--- src/rtl/pa_pkg.sv ---
package pa_pkg;

    typedef enum logic {
        PA_EVENT = 1'b0,
        PA_GATED = 1'b1
    } pa_mode_e;

    localparam int FLAG_OVF  = 0;
    localparam int FLAG_EDGE = 1;
    localparam int NUM_FLAGS = 2;

endpackage

--- src/rtl/pa_sync.sv ---
module pa_sync #(
    parameter int STAGES = 2
) (
    input  logic clk,
    input  logic rst_n,
    input  logic pin_i,
    output logic level_o,
    output logic rise_o,
    output logic fall_o
);

    typedef struct packed {
        logic [STAGES-1:0] chain;
        logic              prev;
    } sync_t;

    sync_t st_q, st_d;
    logic [STAGES-1:0] shifted_w;

    generate
        if (STAGES == 1) begin : g_single
            assign shifted_w = pin_i;
        end else begin : g_multi
            assign shifted_w = {st_q.chain[STAGES-2:0], pin_i};
        end
    endgenerate

    always_comb begin
        st_d       = st_q;
        st_d.chain = shifted_w;
        st_d.prev  = st_q.chain[STAGES-1];
    end

    always_ff @(posedge clk or negedge rst_n) begin
        if (!rst_n) begin
            st_q <= '0;
        end else begin
            st_q <= st_d;
        end
    end

    assign level_o = st_q.chain[STAGES-1];
    assign rise_o  = st_q.chain[STAGES-1] & ~st_q.prev;
    assign fall_o  = ~st_q.chain[STAGES-1] & st_q.prev;

endmodule

--- src/rtl/pa_decode.sv ---
module pa_decode
    import pa_pkg::*;
(
    input  logic     en_i,
    input  pa_mode_e mode_i,
    input  logic     pol_i,
    input  logic     tick_i,
    input  logic     level_i,
    input  logic     rise_i,
    input  logic     fall_i,
    output logic     inc_o,
    output logic     edge_set_o
);

    logic lead_w;
    logic trail_w;

    always_comb begin
        lead_w     = pol_i ? rise_i : fall_i;
        trail_w    = pol_i ? fall_i : rise_i;
        inc_o      = 1'b0;
        edge_set_o = 1'b0;
        if (en_i) begin
            unique case (mode_i)
                PA_EVENT: begin
                    inc_o      = lead_w;
                    edge_set_o = lead_w;
                end
                PA_GATED: begin
                    inc_o      = tick_i & (level_i == pol_i);
                    edge_set_o = trail_w;
                end
                default: begin
                    inc_o      = 1'b0;
                    edge_set_o = 1'b0;
                end
            endcase
        end
    end

endmodule

--- src/rtl/pa_counter.sv ---
module pa_counter #(
    parameter int WIDTH = 8
) (
    input  logic             clk,
    input  logic             rst_n,
    input  logic             inc_i,
    input  logic             wr_i,
    input  logic [WIDTH-1:0] wr_data_i,
    output logic [WIDTH-1:0] count_o,
    output logic             wrap_o
);

    localparam logic [WIDTH-1:0] ALL_ONES = {WIDTH{1'b1}};
    localparam logic [WIDTH-1:0] ONE      = {{(WIDTH-1){1'b0}}, 1'b1};

    typedef struct packed {
        logic [WIDTH-1:0] count;
    } cnt_t;

    cnt_t st_q, st_d;

    always_comb begin
        st_d   = st_q;
        wrap_o = 1'b0;
        if (wr_i) begin
            st_d.count = wr_data_i;
        end else if (inc_i) begin
            st_d.count = st_q.count + ONE;
            wrap_o     = (st_q.count == ALL_ONES);
        end
    end

    always_ff @(posedge clk or negedge rst_n) begin
        if (!rst_n) begin
            st_q <= '0;
        end else begin
            st_q <= st_d;
        end
    end

    assign count_o = st_q.count;

endmodule

--- src/rtl/pa_flags.sv ---
module pa_flags #(
    parameter int N = 2
) (
    input  logic         clk,
    input  logic         rst_n,
    input  logic [N-1:0] set_i,
    input  logic [N-1:0] clr_i,
    input  logic [N-1:0] ie_i,
    output logic [N-1:0] flag_o,
    output logic [N-1:0] irq_o
);

    typedef struct packed {
        logic [N-1:0] flag;
    } flg_t;

    flg_t st_q, st_d;

    always_comb begin
        st_d = st_q;
        for (int i = 0; i < N; i++) begin
            if (set_i[i]) begin
                st_d.flag[i] = 1'b1;
            end else if (clr_i[i]) begin
                st_d.flag[i] = 1'b0;
            end
        end
    end

    always_ff @(posedge clk or negedge rst_n) begin
        if (!rst_n) begin
            st_q <= '0;
        end else begin
            st_q <= st_d;
        end
    end

    assign flag_o = st_q.flag;

    generate
        for (genvar g = 0; g < N; g++) begin : g_irq
            assign irq_o[g] = st_q.flag[g] & ie_i[g];
        end
    endgenerate

endmodule

--- src/rtl/pulse_accum.sv ---
module pulse_accum
    import pa_pkg::*;
#(
    parameter int CNT_W       = 8,
    parameter int SYNC_STAGES = 2
) (
    input  logic             clk,
    input  logic             rst_n,
    input  logic             pin_i,
    input  logic             tick_i,
    input  logic             en_i,
    input  logic             mode_i,
    input  logic             pol_i,
    input  logic             wr_i,
    input  logic [CNT_W-1:0] wr_data_i,
    output logic [CNT_W-1:0] count_o,
    input  logic             ovf_clr_i,
    input  logic             edge_clr_i,
    input  logic             ovf_ie_i,
    input  logic             edge_ie_i,
    output logic             ovf_flag_o,
    output logic             edge_flag_o,
    output logic             ovf_irq_o,
    output logic             edge_irq_o
);

    logic level_w, rise_w, fall_w;
    logic inc_w, edge_set_w, wrap_w;
    logic [NUM_FLAGS-1:0] set_w, clr_w, ie_w, flag_w, irq_w;
    pa_mode_e mode_w;

    assign mode_w = pa_mode_e'(mode_i);

    pa_sync #(.STAGES(SYNC_STAGES)) u_sync (
        .clk     (clk),
        .rst_n   (rst_n),
        .pin_i   (pin_i),
        .level_o (level_w),
        .rise_o  (rise_w),
        .fall_o  (fall_w)
    );

    pa_decode u_decode (
        .en_i       (en_i),
        .mode_i     (mode_w),
        .pol_i      (pol_i),
        .tick_i     (tick_i),
        .level_i    (level_w),
        .rise_i     (rise_w),
        .fall_i     (fall_w),
        .inc_o      (inc_w),
        .edge_set_o (edge_set_w)
    );

    pa_counter #(.WIDTH(CNT_W)) u_counter (
        .clk       (clk),
        .rst_n     (rst_n),
        .inc_i     (inc_w),
        .wr_i      (wr_i),
        .wr_data_i (wr_data_i),
        .count_o   (count_o),
        .wrap_o    (wrap_w)
    );

    always_comb begin
        set_w            = '0;
        clr_w            = '0;
        ie_w             = '0;
        set_w[FLAG_OVF]  = wrap_w;
        set_w[FLAG_EDGE] = edge_set_w;
        clr_w[FLAG_OVF]  = ovf_clr_i;
        clr_w[FLAG_EDGE] = edge_clr_i;
        ie_w[FLAG_OVF]   = ovf_ie_i;
        ie_w[FLAG_EDGE]  = edge_ie_i;
    end

    pa_flags #(.N(NUM_FLAGS)) u_flags (
        .clk    (clk),
        .rst_n  (rst_n),
        .set_i  (set_w),
        .clr_i  (clr_w),
        .ie_i   (ie_w),
        .flag_o (flag_w),
        .irq_o  (irq_w)
    );

    assign ovf_flag_o  = flag_w[FLAG_OVF];
    assign edge_flag_o = flag_w[FLAG_EDGE];
    assign ovf_irq_o   = irq_w[FLAG_OVF];
    assign edge_irq_o  = irq_w[FLAG_EDGE];

endmodule

--- config.mk ---
export PLATFORM = sky130hd
export DESIGN_NAME = pulse_accum
export DESIGN_NICKNAME = d
export VERILOG_FILES = /design/src/rtl/pa_pkg.sv /design/src/rtl/pa_sync.sv /design/src/rtl/pa_decode.sv /design/src/rtl/pa_counter.sv /design/src/rtl/pa_flags.sv /design/src/rtl/pulse_accum.sv
export SDC_FILE = /design/constraint.sdc
export NUM_CORES = 1
export LEC_CHECK = 0
export ABC_AREA = 1
export ABC_CLOCK_PERIOD_IN_PS = 1200
export BUFFER_PORTS_ARGS = -buffer_cell sky130_fd_sc_hd__buf_2
export CAP_MARGIN = 20
export CORE_MARGIN = 4
export CORE_UTILIZATION = 47
export CTS_CLUSTER_DIAMETER = 40
export DETAILED_ROUTE_END_ITERATION = 12
export GPL_TIMING_DRIVEN = 0
export PLACE_DENSITY = 0.82
export SKIP_CTS_REPAIR_TIMING = 1
export SYNTH_ARGS = -nofsm -noshare
export SYNTH_HDL_FRONTEND = slang
export SYNTH_SLANG_ARGS = --single-unit
--- constraint.sdc ---
create_clock -name clk -period 1.2 [get_ports clk]
set_input_delay 0.06 -clock clk [delete_from_list [all_inputs] [get_ports clk]]
set_output_delay 0.06 -clock clk [all_outputs]
set_load 0.01 [all_outputs]
==> out/qor.csv <==
stage;metric;value;unit
status;status;finished, violations left;
status;failed_checks;negative setup slack;
cells_and_area;num-fill-cells;136;
global_routing;grtUsageMet3;5.33;%
synthesis;yosys_warnings;0;
pwr;total_switching_power;0.437;mW
pwr;p_leak;0.643;nW
synthesis;synthCells;123;
timing;relSlewSlack;75.7;%
floorplanning;initial_utilization;52.5;%
timing;period_needed;1240;ps
floorplanning;coreArea;1590;µm²
pwr;pwr_density_cell;1100;nW/µm²
hold_path;hold_class;in -> reg;
cells_and_area;stdcell_area;1100;µm²
floorplanning;die_x;50.2;µm
worst_setup_path;crit_start;u_counter.count_o[0];
global_routing;grt_use_total;16.6;%
floorplanning;die_area;2520;µm²
placed_design;place.gp.congestion;0.828;
clock_network;clk_pin_slew;90;ps
worst_setup_path;cpMostUsedCell;nand2_1;
worst_setup_path;crit_required;1380;ps
pwr;seqPwrFrac;46.6;%
hold_path;hold_start;ovf_clr_i;
worst_setup_path;crit_path_end_kind;flip-flop;
synthesis;ys_seq_area_share;38.9;%
worst_setup_path;cp_data_arrival_time;1410;ps
detailed_routing;drc;0;
timing;skew;4.90;ps
detailed_routing;totalWireLength;2.19;mm
global_routing;grt_pass1_wl;3.26;mm
clock_network;worst_skew_pair.late_latency;280;ps
timing;rsz0062_at_grt;true;
job;cap_violations;0;
timing;worst_pin_slew;363;ps
timing;finalHoldViolations;0;
detailed_routing;viasPerCell;5.11;
worst_setup_path;path_max_fanout;5;
detailed_routing;drtIter0Drc;33;
timing;finalSetupViolCount;8;
detailed_routing;vias;951;
detailed_routing;post_drt_wl_per_cell;11.8;µm
global_routing;grt_max_degree;14;
pwr;comb_power_share;29.9;%
worst_setup_path;crit_slowest_cell;dfrtp_2;
timing;period_share;103;%
worst_setup_path;critical_path.cell_chain;nand2_1 > nor2_2 > or2_2 > nand3_1 > nand2_1 > nand2_1 > nand2_1;
placed_design;dpl.hpwl;1.50;mm
worst_setup_path;startpoint_type;flip-flop;
global_routing;use_met2;28.5;%
cells_and_area;area_growth;31.5;%
pwr;totalPowerFinal;1.21;mW
cells_and_area;drive_above_1_share;30.2;%
placed_design;numPortBuffers;31;
cells_and_area;antenna_cells;0;
clock_network;cts-root-buf;clkbuf_4;
pwr;clockPowerShare;23.5;%
floorplanning;rows;14;
timing;fmax;809;MHz
clock_network;cts_tree;yes;
synthesis;yosys-top-cells-area;dfrtp_1 (39%), nand2_1 (24%), nand3_1 (12%);
synthesis;synth_area_leader_cell;dfrtp_1;
synthesis;syn_nets;144;
cells_and_area;layout.nets;184;
worst_setup_path;worst_path_largest_cell_delay;450;ps
global_routing;gr-usage-met1;19.9;%
synthesis;yosysTopAreaCellShare;38.9;%
floorplanning;num_io_pins;32;
synthesis;synth-seq-cells;13;
global_routing;antenna_found_initial;0;
pwr;p_int;0.773;mW
placed_design;place_area;1020;µm²
synthesis;syn_area;837;µm²
worst_setup_path;path_class;reg -> reg;
clock_network;h-tree-depth;1;
global_routing;top_usage_layer;met2;
pwr;vdd_drop_max;0.795;mV
clock_network;clock_path_buffers;2;
timing;timing.final.ws_setup;-36.1;ps
clock_network;clkSinkCount;13;
pwr;switching_share;36.1;%
synthesis;syn_area_per_cell;6.81;µm²
detailed_routing;drtPass1Iterations;4;
worst_setup_path;reg2reg_from;u_counter.count_o[0];
detailed_routing;ant_nets;0;
floorplanning;die_h;50.2;µm
global_routing;first_global_vias;786;
clock_network;cts_made_buffers;3;
global_routing;overflow;0;
synthesis;synth.distinct_cells;19;
timing;drv_slew;0;
[sequential cells by signal (all words and copies together) (netlist names)]
register,count
u_sync.level_o,1
u_flags.flag_o,2
u_counter.count_o,8
u_sync.st_q,1
u_sync.shifted_w,1
[placed cells by master, fill, tap and decap left out, types with 2 or more instances in the layout]
cell           instances
inv_1                 13
dfrtp_2                3
nand3_1               19
nand3_2                2
a21oi_1                2
clkbuf_4               3
dfrtp_1               10
buf_2                 31
nand2_1               53
nor2_1                 5
o21ai_0                4
inv_2                  2
dlygate4sd3_1          3
[worst paths after layout]
kind	slack, ps	to	cells after the start
hold reg to reg	360	u_sync.level_o	0
setup reg to reg	-40	u_counter.count_o[3]	7
max in group asynchronous	730	u_counter.count_o[0]	2
setup / recovery	-40	u_counter.count_o[3]	7
hold / removal	10	u_flags.flag_o[0]	4
min in group asynchronous	220	u_counter.count_o[4]	2
[final cells by class]
class	instances	area (µm²)	share of cell area, %
plain buffers	2	23.8	2.16
clock buffers	3	22.5	2.05
clock inverters	1	5.00	0.455
inverters	15	56.3	5.11
multi-input cells	94	449	40.8
flip-flops and latches	13	329	29.9
well taps	24	30.0	2.73
repair buffers	34	185	16.8
[synth_stat cells]
cell type,number
nand2_1,53
nor2_2,1
dlymetal6s2s_1,1
ha_1,1
a21oi_1,2
buf_6,1
xnor2_1,1
xor2_1,1
nand3_1,20
or2_2,1
dfrtp_1,13
nand3_4,1
o22ai_1,1
inv_2,1
inv_1,14
nand2_4,1
nand2_2,1
o21ai_0,4
nor2_1,5
[stage by stage]
step                std cells  utilization (%)  setup slack [ps]  TNS (ps)  hold WS (ps)
finish                    186             69.1             -36.1      -183          11.6
floorplan                 123                -              5.55         0          -236
global route              186             69.1              -128      -904          3.27
global placement          178             64.1             -30.5     -30.5         -39.7
CTS                       182             65.9             -75.3      -298          -340
detailed placement        178             64.1             -58.4      -109         -38.0
[logic make-up (layout without fill, tap and decap cells)]
kind of cell	count (synthesis)	count (layout)	synth area share, %
AOI/OAI and AO/OA	7	7	4.34
xor gates and xnor gates	2	2	2.09
adders and majority gates	1	1	1.49
buffers and inverters	17	55	9.57
DFF	13	13	38.9
and+or+nand+nor	83	84	43.6
[power groups by stage]
stage               sequential [mW]  clock, mW  combinational (mW)
global placement              0.560          0               0.330
detailed placement            0.565          0               0.341
global route                  0.576      0.310               0.407
CTS                           0.558      0.285               0.344
floorplan                     0.577          0               0.191
finish                        0.564      0.284               0.362
[layer usage]
layer  routed length, µm  part of all wire [%]  vias up
met1                 848                    39      432
met5                   0                     0        -
met4                  12                  0.55        0
li1                    -                     -      467
met3                 202                   9.2        2
met2                1120                    51       50
[critical path: cells and delay by family (launching register included)]
family	cells	cell delay [ps]
flip-flops	1	450
AND/OR/NAND/NOR	7	690
Power figures use the tool's default switching activity.
